--- config.mk ---
export PLATFORM = sky130hd
export DESIGN_NAME = rom_overlay_pager
export DESIGN_NICKNAME = d
export VERILOG_FILES = /design/src/rtl/rop_pkg.sv /design/src/rtl/rop_strobe_start.sv /design/src/rtl/rop_boot_latch.sv /design/src/rtl/rop_ce_decode.sv /design/src/rtl/rom_overlay_pager.sv
export SDC_FILE = /design/constraint.sdc
export NUM_CORES = 1
export LEC_CHECK = 0
export BUFFER_PORTS_ARGS = -buffer_cell sky130_fd_sc_hd__buf_2
export CAP_MARGIN = 20
export CORE_AREA = 2 2 39 41
export CTS_BUF_LIST = sky130_fd_sc_hd__clkbuf_8
export DETAILED_ROUTE_END_ITERATION = 12
export DIE_AREA = 0 0 41 43
export GPL_ROUTABILITY_DRIVEN = 0
export GPL_TIMING_DRIVEN = 0
export HOLD_SLACK_MARGIN = 0.12
export PLACE_DENSITY = 0.57
export SLEW_MARGIN = 20
export SYNTH_ARGS = -nofsm -noshare
export SYNTH_HDL_FRONTEND = slang
export SYNTH_HIERARCHICAL = 1
export SYNTH_SLANG_ARGS = --single-unit
--- constraint.sdc ---
create_clock -name clk -period 2.03 [get_ports clk]
set_clock_uncertainty 0.15 [all_clocks]
set_input_delay 0.203 -clock clk [delete_from_list [all_inputs] [get_ports clk]]
set_output_delay 0.203 -clock clk [all_outputs]
set_load 0.02 [all_outputs]
--- src/rtl/rop_pkg.sv ---
package rop_pkg;
  localparam int ADDR_W = 16;
  localparam int PORT_W = 8;

  typedef enum logic {BOOT_NORMAL = 1'b0, BOOT_SWAPPED = 1'b1} boot_e;

  function automatic logic is_trap(input logic [ADDR_W-1:0] a);
    return (a == 16'h0000) || (a == 16'h0001) || (a == 16'h0008) ||
           (a == 16'h0066) || (a == 16'h028E);
  endfunction

  function automatic logic port_hit(input logic [ADDR_W-1:0] a,
                                    input logic [PORT_W-1:0] port);
    return a[PORT_W-1:0] == port;
  endfunction

  function automatic logic in_window(input logic [ADDR_W-1:0] a);
    return a[ADDR_W-1:ADDR_W-2] == 2'b00;
  endfunction

  // 1 when the address lies in the half that holds ROM for the given state
  function automatic logic rom_half(input logic [ADDR_W-1:0] a, input boot_e st);
    return (st == BOOT_SWAPPED) ? a[ADDR_W-3] : !a[ADDR_W-3];
  endfunction
endpackage

--- src/rtl/rop_strobe_start.sv ---
module rop_strobe_start (
  input  logic clk,
  input  logic rst_n,
  input  logic level,
  output logic start
);
  logic level_q;
  always_ff @(posedge clk or negedge rst_n) begin
    if (!rst_n) level_q <= 1'b0;
    else        level_q <= level;
  end
  assign start = level && !level_q;
endmodule

--- src/rtl/rop_boot_latch.sv ---
module rop_boot_latch
  import rop_pkg::*;
(
  input  logic  clk,
  input  logic  rst_n,
  input  logic  to_normal,
  input  logic  to_swapped,
  output boot_e state
);
  always_ff @(posedge clk or negedge rst_n) begin
    if (!rst_n)          state <= BOOT_NORMAL;
    else if (to_normal)  state <= BOOT_NORMAL;
    else if (to_swapped) state <= BOOT_SWAPPED;
  end
endmodule

--- src/rtl/rop_ce_decode.sv ---
module rop_ce_decode
  import rop_pkg::*;
(
  input  logic [ADDR_W-1:0] addr,
  input  logic              mreq_n,
  input  logic              rd_n,
  input  logic              wr_n,
  input  logic              romcs,
  input  boot_e             boot_st,
  output logic              rom_ce_n,
  output logic              ram_ce_n
);
  logic mem_ok;
  assign mem_ok   = romcs && !mreq_n && in_window(addr);
  assign rom_ce_n = !(mem_ok && !rd_n && rom_half(addr, boot_st));
  assign ram_ce_n = !(mem_ok && (!rd_n || !wr_n) && !rom_half(addr, boot_st));
endmodule

--- src/rtl/rom_overlay_pager.sv ---
module rom_overlay_pager
  import rop_pkg::*;
#(
  parameter logic [PORT_W-1:0] PAGE_PORT = 8'hBB,
  parameter logic [PORT_W-1:0] BOOT_PORT = 8'h7B
) (
  input  logic              clk,
  input  logic              rst_n,
  input  logic [ADDR_W-1:0] addr,
  input  logic              mreq_n,
  input  logic              iorq_n,
  input  logic              rd_n,
  input  logic              wr_n,
  output logic              romcs_o,
  output logic              rom_ce_n,
  output logic              ram_ce_n
);
  localparam int N_STROBE = 2; // index 0: I/O read, 1: I/O write

  logic [N_STROBE-1:0] io_lvl, io_start;
  assign io_lvl[0] = !iorq_n && !rd_n;
  assign io_lvl[1] = !iorq_n && !wr_n;

  for (genvar g = 0; g < N_STROBE; g++) begin : g_strobe
    rop_strobe_start u_start (
      .clk(clk), .rst_n(rst_n), .level(io_lvl[g]), .start(io_start[g])
    );
  end

  // Named events for the checker
  logic trap_hit, page_rd_ev, page_wr_ev, page_ev, boot_rd_ev, boot_wr_ev;
  logic paged_q;
  boot_e boot_st;

  assign trap_hit   = !mreq_n && !rd_n && is_trap(addr);
  assign page_rd_ev = io_start[0] && port_hit(addr, PAGE_PORT);
  assign page_wr_ev = io_start[1] && port_hit(addr, PAGE_PORT);
  assign page_ev    = page_rd_ev || page_wr_ev;
  assign boot_rd_ev = io_start[0] && port_hit(addr, BOOT_PORT);
  assign boot_wr_ev = io_start[1] && port_hit(addr, BOOT_PORT);

  always_ff @(posedge clk or negedge rst_n) begin
    if (!rst_n)                    paged_q <= 1'b0;
    else if (trap_hit)             paged_q <= 1'b1;
    else if (paged_q && page_ev)   paged_q <= 1'b0;
    else if (page_wr_ev)           paged_q <= 1'b1;
  end

  rop_boot_latch u_boot (
    .clk(clk), .rst_n(rst_n), .to_normal(boot_rd_ev),
    .to_swapped(boot_wr_ev), .state(boot_st)
  );

  assign romcs_o = !rst_n || paged_q || trap_hit;

  rop_ce_decode u_ce (
    .addr(addr), .mreq_n(mreq_n), .rd_n(rd_n), .wr_n(wr_n),
    .romcs(romcs_o), .boot_st(boot_st),
    .rom_ce_n(rom_ce_n), .ram_ce_n(ram_ce_n)
  );
endmodule

### Word level (Yosys, flattened, before mapping)

Cells that the tools add are included.

* add/sub/neg operators: 0
* multipliers: 0
* div/mod/pow operators: 0
* order comparisons: 0
* eq/ne operators: 6
* shifts and indexed selects: 0
* muxes and demuxes: 6
* bitwise logic cells: 0
* reductions and logical operators: 40

Operators by type and width (count)
* $logic_and A1 B1 Y1: 17
* $eq A16 B1 Y1 const B: 1
* $eq A16 B10 Y1 const B: 1
* $eq A16 B4 Y1 const B: 1
* $eq A16 B7 Y1 const B: 1
* $logic_not A16 Y1: 1
* $logic_not A1 Y1: 11
* $eq A8 B7 Y1 const B: 1
* $eq A8 B8 Y1 const B: 1
* $logic_or A1 B1 Y1: 8
* $mux W1: 6
* $reduce_bool A3 Y1: 1
* $logic_not A2 Y1: 1
* $reduce_bool A2 Y1: 1

* flip-flop bits (word level): 4
* latch bits: 0
* bits in writable memories: 0
* memory bits (read-only): 0
* bits of input ports: 22
* output and inout port bits: 3
* logic and storage cells: 56
* memories kept: 0

### Logic depth before layout (Yosys ltp)

Gate-level depths: netlist (run 1).

* depth in word-level cells: 12
* mapped depth: 6
* gate-level depth less buffers: 6

### Hierarchy

The synthesis (run 1) kept the hierarchy.

Modules (own cells, without submodules)
* rom_overlay_pager: instances 1, cells each 27, area each 198.9 um^2
* rop_strobe_start: instances 2, cells each 2, area each 38.8 um^2
* rop_ce_decode: instances 1, cells each 5, area each 36.3 um^2
* rop_boot_latch: instances 1, cells each 2, area each 35.0 um^2

### Worst setup path after synthesis (run 1)

OpenSTA, ideal clock, no wires.

* kind: in2out
* start: input addr[0]
* end: output rom_ce_n
* data arrival time: 2.058 ns
* path slack: -0.381 ns
* stages on the path: 6
* buffers on the path: 0
* path through: and4bb_2 > nand4_1 > a221oi_1 > or3b_1 > or4b_1 > or3_1

* longest elaborated chain between the ends: 12
* elaborated cells between the ends (all ways): 16

RTL lines
* start, declared: RTL line rom_overlay_pager.sv:9 `input logic [ADDR_W-1:0] addr,`
* $eq A16 B1 Y1 / $logic_not A16 Y1 (equally long branches): RTL line rop_pkg.sv:8 `return (a == 16'h0000) || (a == 16'h0001) || (a == 16'h0008) ||`
* $logic_or A1 B1 Y1 (3 in series): RTL line rop_pkg.sv:8
* $logic_or A1 B1 Y1 (*): RTL line rop_pkg.sv:9 `(a == 16'h0066) || (a == 16'h028E);`
* $logic_and A1 B1 Y1 (*): RTL line rom_overlay_pager.sv:35 `assign trap_hit = !mreq_n && !rd_n && is_trap(addr);`
* $logic_or A1 B1 Y1 (*): RTL line rom_overlay_pager.sv:54 `assign romcs_o = !rst_n || paged_q || trap_hit;`
* named net romcs_o: RTL line rom_overlay_pager.sv:14 `output logic romcs_o,`
* $logic_and A1 B1 Y1 (*) (2 in series): RTL line rop_ce_decode.sv:14 `assign mem_ok = romcs && !mreq_n && in_window(addr);`
* $logic_and A1 B1 Y1 (*) (2 in series): RTL line rop_ce_decode.sv:15 `assign rom_ce_n = !(mem_ok && !rd_n && rom_half(addr, boot_st));`
* $logic_not A1 Y1 (*): RTL line rop_ce_decode.sv:15
* end, declared: RTL line rom_overlay_pager.sv:15 `output logic rom_ce_n,`

Mark *: on every way through the listed nets, which the timed path passes. The rest lies on a longest branch.

### Final worst setup path (run 1)

* start: input addr[4]
* end: output rom_ce_n

* longest elaborated chain between the ends: 12
* elaborated cells between the ends (all ways): 16

RTL lines (RTL line)
* $eq A16 B1 Y1 / $logic_not A16 Y1 (equally long branches): rop_pkg.sv:8
* $logic_or A1 B1 Y1 (3 in series): rop_pkg.sv:8
* $logic_or A1 B1 Y1 (*): rop_pkg.sv:9
* $logic_and A1 B1 Y1 (*): rom_overlay_pager.sv:35
* $logic_or A1 B1 Y1 (*): rom_overlay_pager.sv:54
* $logic_and A1 B1 Y1 (*) (2 in series): rop_ce_decode.sv:14
* $logic_and A1 B1 Y1 (*) (2 in series): rop_ce_decode.sv:15
* $logic_not A1 Y1 (*): rop_ce_decode.sv:15

Mark *: on every way between the ends. The rest lies on a longest branch, timed or not.

==> results of run 1 <==
## layout make-up
class,instances,area share (%)
Timing Repair Buffer,28,30.4
Clock buffer,3,6.42
Tap cell,16,3.11
Sequential cell,4,15.6
Inverter,1,0.584
Multi-Input combinational cell,33,44.0
## critical path: cells and delay by family
kind | cells | cell delay, ns
AOI/OAI and AO/OA | 1 | 0.29
buffers and inverters | 2 | 0.24
and+or+nand+nor | 5 | 1.39
## timing repair
action                                  in CTS  in global routing
cloned                                       0                  0
hold buffers                                 4                  0
hold endpoints to repair                     6                  0
resized for setup                            6                  7
endpoints found under the setup margin       2                  2
pin swaps                                    6                  2
## placed cells by master (no fill, tap or decap)
| master | n |
|---|---|
| nand2_1 | 2 |
| clkbuf_8 | 3 |
| nor4b_2 | 1 |
| nor4_2 | 1 |
| nor3_1 | 1 |
| and4bb_2 | 2 |
| nand4b_1 | 1 |
| a221o_1 | 1 |
| xor2_1 | 1 |
| or3b_4 | 1 |
| a221oi_2 | 1 |
| dfrtp_1 | 4 |
| o21ai_1 | 1 |
| a21oi_1 | 1 |
| buf_8 | 1 |
| nor2b_1 | 2 |
| nor2_1 | 4 |
| or3_4 | 1 |
| o21ba_1 | 1 |
| nand3_1 | 2 |
| buf_2 | 19 |
| nor4_1 | 1 |
| buf_6 | 4 |
| nor4_4 | 1 |
| dlygate4sd3_1 | 4 |
| and2_1 | 2 |
| nor2b_4 | 2 |
| or4b_4 | 1 |
| nand4_1 | 1 |
| nand3b_1 | 1 |
| inv_1 | 1 |
## flip-flops by register name, summed over array words and instances (netlist names)
signal	flops
u_boot/state	1
paged_q	1
g_strobe.u_start/level_q	2
## metrics by stage
step | instances | TNS (ns) | hold slack [ns] | worst slack (ns) | utilization, %
final | 85 | -0.718 | 0.208 | -0.450 | 46.5
after global routing | 85 | -0.866 | 0.241 | -0.512 | 46.5
after CTS | 85 | -0.720 | 0.198 | -0.454 | 44.2
after detailed placement | 78 | -0.795 | -0.138 | -0.508 | 36.3
after global placement | 78 | -0.815 | -0.138 | -0.515 | 36.3
after floorplan | 38 | -0.334 | -0.243 | -0.241 | -
## synthesized netlist by cell type (2+ instances only)
library cell  instances  area (um^2)
dfrtp_1               4          100
nor2_1                4         15.0
nor4_1                3         18.8
and2_1                2         12.5
and4bb_2              2         25.0
nand2_1               2         7.51
nand3_1               2         10.0
nor2b_1               2         12.5
nor2b_4               2         27.5
## worst max path at each step
stage               endpoint  slack (ns)  cells after the start
finish              rom_ce_n       -0.45                      8
global route        rom_ce_n       -0.51                      8
detailed placement  rom_ce_n       -0.51                      8
CTS                 rom_ce_n       -0.45                      8
floorplan           rom_ce_n       -0.24                      6
global placement    rom_ce_n       -0.52                      8
## kinds of logic after synthesis
logic type	after synthesis
simple gates	27
compound gates	5
flops	4
xor+xnor	1
buf+inv	1
## routing by layer
metal  part of all wire (%)  wire length (um)  vias to the layer above
met4                    4.9                52                        0
met5                      0                 0                        -
li1                       -                 -                      211
met3                    6.3                67                        4
met2                     52               559                       20
met1                     37               392                      197
## where the power goes
part | leakage [nW] | internal [W] | total (W) | switching (W)
combinational | 0.211 | 0.0000420 | 0.0000739 | 0.0000319
sequential | 0.0533 | 0.0000845 | 0.0000875 | 0.00000304
clock | 0.0216 | 0.000126 | 0.000161 | 0.0000348
total | 0.286 | 0.000252 | 0.000322 | 0.0000698
==> results.md, run 1 <==
- Final Critical Period: 2.48 ns
- Ant. Diodes: 0
- RR Endpoint: paged_q$_DFFE_PN0P_
- Worst-margin pin slew: 0.275 ns
- Failing checks: setup timing
- Via count: 432
- Slew HR: 81.5%
- Fillers: 137
- Crit path from: addr[4]
- Num rows: 14
- TritonCTS buffer count: 3
- Critical Path Start Type: primary input
- Initial Util: 25.1%
- Post-synth EDFFs: 0
- Worst hold-check path type: in2async
- Mapped Nets: 60
- WL/cell: between 10 and 15 um
- Crit Path Class: in2out
- Mapped cell area: roughly 350 um^2
- Die W: 41 um
- Worst VDD drop: 357 uV
- Root Driver: clkbuf_8
- Layout cells sized above 1: 55.1%
- Reg clk slew, reported paths: 0.03 ns
- Worst skew pair latency: 0.21 ns
- Number of setup buffers added after CTS: 0
- Top FF cell, synth: dfrtp_1
- Global-route wire length before repair: roughly 1.4 mm
- Worst path arrival time: 2.13 ns
- Syn Inst Count: 38
- Status: finished with violations
- Placed instance area: 502 um^2
- Largest net degree at the start of global routing: 6
- Final Hold Viols: 0
- Via density: 5.08
- Register area share after synthesis: 28.8%
- Mean Syn Cell Area: 9.15 um^2
- Clk sinks: 4
- RSZ-0062 raised after global routing: yes
- Met1 GRT Util: 13.4%
- Worst R2R Start: g_strobe[1].u_start/level_q$_DFF_PN0_
- M2 GR Usage: 16.9%
- Yosys warnings: 6
- Crit-path max FO: 3
- Crit path required time: 1.68 ns
- Worst path max stage delay: between 0.4 and 0.5 ns
- Buffers on Ports: 24
- Final worst slack: -0.450 ns
- Overall routing resource usage: 12.3%
- Crit path cell chain: buf_8 > and4bb_2 > nand4_1 > a221oi_2 > or3b_4 > or4b_4 > or3_4 > buf_6
- Ys async rst share: 100%
- Max-cap violations: 0
- Pins Over Slew Limit: 0
- Antenna Nets Post-Route: 0
- Fmax: between 0.4 and 0.5 GHz
- Crit. End Element: primary output
- GRT overflow: 0
- Multi-input logic area: around 280 um^2
- Iter 0 DRT Violations: 13
- Die Y: 43 um
- Post-route cell area: 643 um^2
- CTS tree: built
- Ports: 25
- Post-synthesis simple-gate area fraction: 56.5%
- Register area: 100 um^2
- Synth Area in XOR/XNOR: 2.52%
- Met3 GRT Util: 3.66%
- Mux cell area share after synthesis: 0%
- Seq cells post-synth: 4
- Main combinational cell family by area after synthesis: simple AND/OR/NAND/NOR gates
- Reg-to-reg slack, setup: 0.83 ns
- Synth Area in Compound Gates: about 11%
- # H-tree levels: 1
- Residual DRC: 0
- Die area: 1760 um^2
- Drt pass-1 iters: 4
- Core area: 1380 um^2
- Number of global-route vias before repair: roughly 390
- Post-synth cell types: 24
- Period utilization: 122%
- Global route hottest layer: met2
- Adder-cell share of the synthesized area: 0%
- Routed Wire Length: 1.07 mm
- Tot Pwr: approximately 0.00032 W
- Initial antenna violation count: 0
- Final nets: 93
- Static leakage: roughly 0.29 nW
- Synth-to-Final Area Change: 84.9%
- PD cells: 501 nW/um^2
- Finish-stage setup viols: 2
- Worst path slowest cell: or4b_4
- Clock Tree Buf Depth: 2
- R2r worst-path depth: 3
No activity file was read; power rests on OpenSTA's default activity.
==> run 2: changes to the inputs <==
--- a/config.mk
+++ b/config.mk
@@ -5,16 +5,16 @@
 export SDC_FILE = /design/constraint.sdc
 export NUM_CORES = 1
 export LEC_CHECK = 0
-export BUFFER_PORTS_ARGS = -buffer_cell sky130_fd_sc_hd__buf_2
 export CAP_MARGIN = 20
 export CORE_AREA = 2 2 39 41
 export CTS_BUF_LIST = sky130_fd_sc_hd__clkbuf_8
 export DETAILED_ROUTE_END_ITERATION = 12
 export DIE_AREA = 0 0 41 43
+export DONT_BUFFER_PORTS = 1
 export GPL_ROUTABILITY_DRIVEN = 0
 export GPL_TIMING_DRIVEN = 0
 export HOLD_SLACK_MARGIN = 0.12
-export PLACE_DENSITY = 0.57
+export PLACE_DENSITY = 0.4
 export SLEW_MARGIN = 20
 export SYNTH_ARGS = -nofsm -noshare
 export SYNTH_HDL_FRONTEND = slang
==> run 2 against run 1 <==
- the run still ends with setup timing left
- combinational power down 46%
- critical path depth fell by 2
- fmax rose by 4.2%
- sequential power about the same
- first-iteration DRC count shrank 77%
- worst setup slack better by 0.10 ns
- critical path type unchanged
- critical endpoint unchanged
- largest cell class unchanged
==> results.md, run 2 (synthesis results as in run 1) <==
- Clock Tree Buf Depth: 2 (unchanged)
- Setup TNS: -0.553 ns (+0.165 ns)
- Crit. End Element: primary output
- Drt pass-1 iters: 4 (unchanged)
- DP HPWL: 700 um
- Reg-to-reg slack, setup: 0.82 ns (about the same)
- Ports: 25 (unchanged)
- Worst R2R Start: g_strobe[0].u_start/level_q$_DFF_PN0_
- Status: finished with violations
- Commonest non-fill, non-tap cell in the layout: dlygate4sd3_1
- Global-route wire length before repair: 1.36 mm (-3.9%)
- Final Hold Viols: 0 (unchanged)
- Slew HR: 78.9% (-2.6 points)
- Pins Over Slew Limit: 0 (unchanged)
- Critical Path Start Type: primary input
- Final nets: 71 (-24%)
- Place WS: -0.349 ns (+0.159 ns)
- Die W: 41 um (unchanged)
- Fillers: 144 (+5.1%)
- Final Critical Period: 2.38 ns (-0.101 ns)
- RR Endpoint: paged_q$_DFFE_PN0P_
- Register area: 100 um^2 (unchanged)
- Static leakage: 0.187 nW (-35%)
- RSZ-0062 raised after global routing: yes
- Synth-to-Final Area Change: 39.9%
- Fmax: 0.420 GHz (+4.2%)
- Max-cap violations: 0 (unchanged)
- Crit path required time: 1.68 ns (about the same)
- Period utilization: 117% (-5.0 points)
- Commonest non-fill, non-tap cells in the layout: 6 x dlygate4sd3_1, 4 x nor2_1, 4 x dfrtp_1
- Core area: 1380 um^2 (unchanged)
- Clk sinks: 4 (unchanged)
- Crit path from: addr[0]
- Final worst slack: -0.349 ns (+0.101 ns)
- GRT overflow: 0 (unchanged)
- Reg clk slew, reported paths: 0.03 ns (about the same)
- Number of setup buffers added after CTS: 0 (unchanged)
- Antenna Nets Post-Route: 0 (unchanged)
- Initial antenna violation count: 0 (unchanged)
- Ant. Diodes: 0 (unchanged)
- Iter 0 DRT Violations: 3 (-10)
- Worst hold-check path type: in2reg
- Root Driver: clkbuf_8
- # H-tree levels: 1 (unchanged)
- Crit path capture: rom_ce_n
- R2r worst-path depth: 3 (unchanged)
- Num rows: 14 (unchanged)
- WL/cell: 14.8 um (+18%)
- Worst skew pair latency: 0.22 ns (about the same)
- Largest registers: g_strobe.u_start/level_q: 2 flops, paged_q: 1 flops, u_boot/state: 1 flops
- Layout cells sized above 1: 25.5% (-30 points)
- Failing checks: setup timing
- Top reg by flops: g_strobe.u_start/level_q
- Via count: 335 (-22%)
- Placed instance area: 382 um^2 (-24%)
- Final core utilization: 35.2% (-11 points)
- Crit-path max FO: 2 (-1)
- Worst-margin pin slew: 0.313 ns (+0.0382 ns)
- CTS tree: built
- Die Y: 43 um (unchanged)
- Largest net degree at the start of global routing: 6 (unchanged)
- Die area: 1760 um^2 (unchanged)
- Routed Wire Length: 934 um (-13%)
- Initial Util: 25.1% (unchanged)
- Worst path arrival time: 2.03 ns (-0.10 ns)
- Number of global-route vias before repair: 347 (-11%)
- Finish-stage setup viols: 2 (unchanged)
- Residual DRC: 0 (unchanged)
- Crit Path Class: in2out
- Worst VDD drop: 518 uV (+45%)
- Buffers on Ports: 0 (-100%)
- Multi-input logic area: 262 um^2 (-7.5%)
- Post-route cell area: 487 um^2 (-24%)
- Overall routing resource usage: 12.5% (+0.20 points)
- TritonCTS buffer count: 3 (unchanged)
- Max FFs per register: 2 (unchanged)
- PD cells: 603 nW/um^2 (+20%)
- Tot Pwr: 0.000293 W (-8.9%)
- Via density: 5.32 (+4.6%)
==> run 2: cell types whose count changed in the layout (fill, tap and decap cells not counted), sizes merged <==
cell         previous run  this run
buf                    24         0
dlygate4sd3             4         6
==> run 2: worst min path at each step <==
stage | startpoint | to | slack (ns) | cells past startpoint
floorplan | rst_n | g_strobe[0].u_start/level_q$_DFF_PN0_ | -0.24 | 0
global placement | rst_n | paged_q$_DFFE_PN0P_ | -0.24 | 0
detailed placement | rst_n | g_strobe[1].u_start/level_q$_DFF_PN0_ | -0.24 | 0
CTS | addr[6] | paged_q$_DFFE_PN0P_ | 0.13 | 3
global route | addr[6] | paged_q$_DFFE_PN0P_ | 0.19 | 3
finish | addr[6] | paged_q$_DFFE_PN0P_ | 0.13 | 3
==> run 2: routing by layer <==
layer / vias to the layer above / routed length [um] / track usage (%)
li1: 164 / - / -
met3: 4 / 84 / 3.14
met2: 14 / 507 / 21.3
met4: 0 / 25 / 10.0
met5: - / 0 / 0
met1: 153 / 317 / 11.5
==> run 2: metrics by stage <==
step           hold WS, ns  std cells
6_report             0.132         63
3_5_place_dp        -0.242         54
2_1_floorplan       -0.243         38
3_3_place_gp        -0.242         54
5_1_grt              0.191         63
4_1_cts              0.132         63
==> run 2: cell type report <==
class	instances	share of cell area, %
flip-flops and latches	4	20.6
inverters	1	0.771
multi-input cells	33	53.7
repair buffers	6	12.3
well taps	16	4.11
clock buffers	3	8.48
==> run 2: worst max-delay path: stages <==
cell and delay, ns:
and4bb_2 0.29, nand4_1 0.10, a221oi_2 0.30, or3b_4 0.22, or4b_4 0.47, or3_4 0.44
==> run 2: power breakdown <==
part	leakage (nW)	internal, W	switching [W]	total [W]
logic	0.113	0.0000238	0.0000159	0.0000397
registers	0.0533	0.0000845	0.00000333	0.0000878
clock network	0.0216	0.000126	0.0000396	0.000166
==> run 2: timing repair <==
action | 4_1_cts | 5_1_grt
resized for setup | 0 | 1
pin swaps | 1 | 0
endpoints found under the setup margin | 2 | 2
hold buffers | 6 | 0
endpoints found under the hold margin | 6 | 0
==> run 3: changes to the inputs <==
--- a/config.mk
+++ b/config.mk
@@ -14,9 +14,8 @@
 export GPL_ROUTABILITY_DRIVEN = 0
 export GPL_TIMING_DRIVEN = 0
 export HOLD_SLACK_MARGIN = 0.12
-export PLACE_DENSITY = 0.4
+export PLACE_DENSITY_LB_ADDON = 0.05
 export SLEW_MARGIN = 20
 export SYNTH_ARGS = -nofsm -noshare
 export SYNTH_HDL_FRONTEND = slang
-export SYNTH_HIERARCHICAL = 1
 export SYNTH_SLANG_ARGS = --single-unit
==> run 3 against run 2 <==
- synthesized cell count increased by 2.6%
- combinational power decreased by 5.3%
- clock-buffer cell count unchanged
- the flow now finishes without violations
==> results.md, run 3 <==
- Dominant cell by count in the synthesized netlist: nor2_1
- Post-synth cell types: 30 (+25%)
- Synth area leaders: dfrtp_1 28%, nor4_4 5.9%, nor2_1 5.2%
- Final Critical Period: 1.92 ns (-0.455 ns)
- Commonest non-fill, non-tap cells in the layout: 7 x dlygate4sd3_1, 5 x nor2_1, 4 x dfrtp_1
- Crit path cell chain: or4_1 > nor4_4 > a221oi_2 > or3_4
- WL/cell: 14.4 um (-2.9%)
- Internal Power: 0.000231 W (-1.5%)
- Period utilization: 94.8% (-22 points)
- CTS tree: built
- Reg power frac: 30.0% (about the same)
- Comb pwr share: 13.2% (-0.3 points)
- Synth cell count leaders: 5 x nor2_1, 4 x dfrtp_1, 2 x a31oi_1, 2 x nor4_1
- CP bufs+invs: 0 (unchanged)
- Die Y: 43 um (unchanged)
- Sw Share: 19.0% (-1.0 points)
- Worst path arrival time: 1.57 ns (-0.46 ns)
- Worst skew pair latency: 0.21 ns (about the same)
- Ports: 25 (unchanged)
- Post-route cell area: 498 um^2 (+2.3%)
- Cell count after placement: 55 (+1.9%)
- Placed instance area: 382 um^2 (unchanged)
- Global-route wire length before repair: 1.51 mm (+11%)
- Crit path required time: 1.68 ns (about the same)
- Fmax: 0.520 GHz (+24%)
- Max-cap violations: 0 (unchanged)
- Synth-to-Final Area Change: 37.7%
- Overall routing resource usage: 12.4% (-0.10 points)
- Die W: 41 um (unchanged)
- Top reg by flops: g_strobe.u_start.level_q
- Crit. End Element: primary output
- Residual DRC: 0 (unchanged)
- Pins Over Slew Limit: 0 (unchanged)
- Reg clk slew, reported paths: 0.03 ns (about the same)
- Worst path max stage delay: 0.61 ns (+0.14 ns)
- Iter 0 DRT Violations: 7 (+4)
- Top FF cell, synth: dfrtp_1
- Critical Path Start Type: primary input
- RSZ-0062 raised after global routing: no
- Clk sinks: 4 (unchanged)
- Via density: 5.37 (+0.97%)
- Final nets: 73 (+2.8%)
- Ant. Diodes: 0 (unchanged)
- Yosys warnings: 0 (-6)
- Delay-heaviest family, CP: simple AND/OR/NAND/NOR gates
- Max FFs per register: 2 (unchanged)
- Static leakage: 0.191 nW (+1.9%)
- Root Driver: clkbuf_8
- Num rows: 14 (unchanged)
- Mapped Nets: 61 (+1.7%)
- Initial Util: 26.1% (+0.99 points)
- Worst hold-check path type: in2reg
- Ys async rst share: 100% (unchanged)
- Clock power frac: 56.8% (+0.3 points)
- DP HPWL: 713 um (+1.9%)
- Share of the synthesized area in the top cell type: 27.7% (-1.1 points)
- Routed Wire Length: 936 um (+0.21%)
- Final worst slack: 0.106 ns (+0.455 ns)
- PD cells: 573 nW/um^2 (-4.9%)
- Finish-stage setup viols: 0 (-2)
- Buffers on Ports: 0 (unchanged)
- Fillers: 150 (+4.2%)
- GRT overflow: 0 (unchanged)
- Largest net degree at the start of global routing: 6 (unchanged)
- Worst-margin pin slew: 0.397 ns (+0.0838 ns)
- Crit-path max FO: 3 (+1)
- Place WS: 0.0546 ns (+0.403 ns)
- Core area: 1380 um^2 (unchanged)
- Setup TNS: 0 ns (+0.553 ns)
- Worst path slowest cell: or4_1
- Commonest non-fill, non-tap cell in the layout: dlygate4sd3_1
- Sw Pwr: 0.0000544 W (-7.6%)
- TritonCTS buffer count: 3 (unchanged)
- Die area: 1760 um^2 (unchanged)
- Syn Inst Count: 39 (+2.6%)
- Post-synth EDFFs: 0 (unchanged)
- Mapped cell area: 362 um^2 (+4.0%)
- Final core utilization: 36.0% (+0.81 points)
- Final std cells w/o fill: 65 (+3.2%)
- Worst VDD drop: 376 uV (-28%)
- Final Hold Viols: 0 (unchanged)
- Drt pass-1 iters: 5 (+1)
- Status: complete, no violations
- Antenna Nets Post-Route: 0 (unchanged)
- Number of global-route vias before repair: 373 (+7.5%)
- Seq cells post-synth: 4 (unchanged)
- Register area share after synthesis: 27.7% (-1.1 points)
- Slew HR: 72.9% (-6.1 points)
- # H-tree levels: 1 (unchanged)
- Layout cells sized above 1: 22.4% (-3.1 points)
- Initial antenna violation count: 0 (unchanged)
- Clock Tree Buf Depth: 2 (unchanged)
- Crit Path Class: in2out
- Yosys top cell by area: dfrtp_1
- Largest registers: g_strobe.u_start.level_q: 2 flops, paged_q: 1 flops, u_boot.state: 1 flops
- Via count: 349 (+4.2%)
- Mean Syn Cell Area: 9.27 um^2 (+1.3%)
## run 3: final cells by class
| cell class | instances | area (um^2) | area share, % |
|---|---|---|---|
| clock buffers | 3 | 41.3 | 8.29 |
| inverters | 1 | 3.75 | 0.754 |
| multi-input cells | 34 | 263 | 52.8 |
| flip-flops and latches | 4 | 100 | 20.1 |
| well taps | 16 | 20.0 | 4.02 |
| repair buffers | 7 | 70.1 | 14.1 |
## run 3: kinds of logic (layout without fill, tap and decap cells)
logic type,Yosys count,in the layout,synth area share (%)
and+or+nand+nor,24,24,48.4
DFF,4,4,27.7
AOI/OAI and AO/OA,9,9,20.4
buffers and inverters,1,11,1.04
xor gates and xnor gates,1,1,2.42
## run 3: per-stage QoR
step	hold WS, ns	power [W]
floorplan	-0.243	0.000108
global placement	-0.242	0.000111
detailed placement	-0.242	0.000111
CTS	0.148	0.000292
global route	0.154	0.000299
finish	0.153	0.000285
## run 3: worst min-delay path: stages
cell	delay (ns)
nor2_1	0.05
a21oi_1	0.13
o21ai_0	0.08
## run 3: worst paths after layout
check	start	to	slack, ns	depth (start not counted)
max	addr[15]	rom_ce_n	0.11	4
min	wr_n	paged_q$_DFFE_PN0P_	0.15	3
max reg2reg	g_strobe[1].u_start.level_q$_DFF_PN0_	paged_q$_DFFE_PN0P_	0.95	3
min reg2reg	paged_q$_DFFE_PN0P_	paged_q$_DFFE_PN0P_	0.44	2
max in group asynchronous	rst_n	g_strobe[1].u_start.level_q$_DFF_PN0_	0.92	2
min in group asynchronous	rst_n	paged_q$_DFFE_PN0P_	0.65	2
## run 3: layer usage
| metal | global-route usage, % | part of all wire, % |
|---|---|---|
| met1 | 16.7 | 40 |
| met5 | 0 | 0 |
| met2 | 18.4 | 54 |
| met3 | 2.09 | 6.6 |
| met4 | 6.00 | 0 |
## run 3: power by group through the flow
stage	Combinational (W)	Sequential [W]	Clock, W
final	0.0000376	0.0000856	0.000162
after global routing	0.0000419	0.0000861	0.000171
after CTS	0.0000371	0.0000856	0.000169
after detailed placement	0.0000250	0.0000865	0
after global placement	0.0000245	0.0000864	0
after floorplan	0.0000221	0.0000860	0
## run 3: timing repair
action	in CTS	in global routing
resized for setup	0	1
endpoints found under the setup margin	0	1
hold endpoints to repair	7	0
hold buffers	7	0
setup buffers	0	0
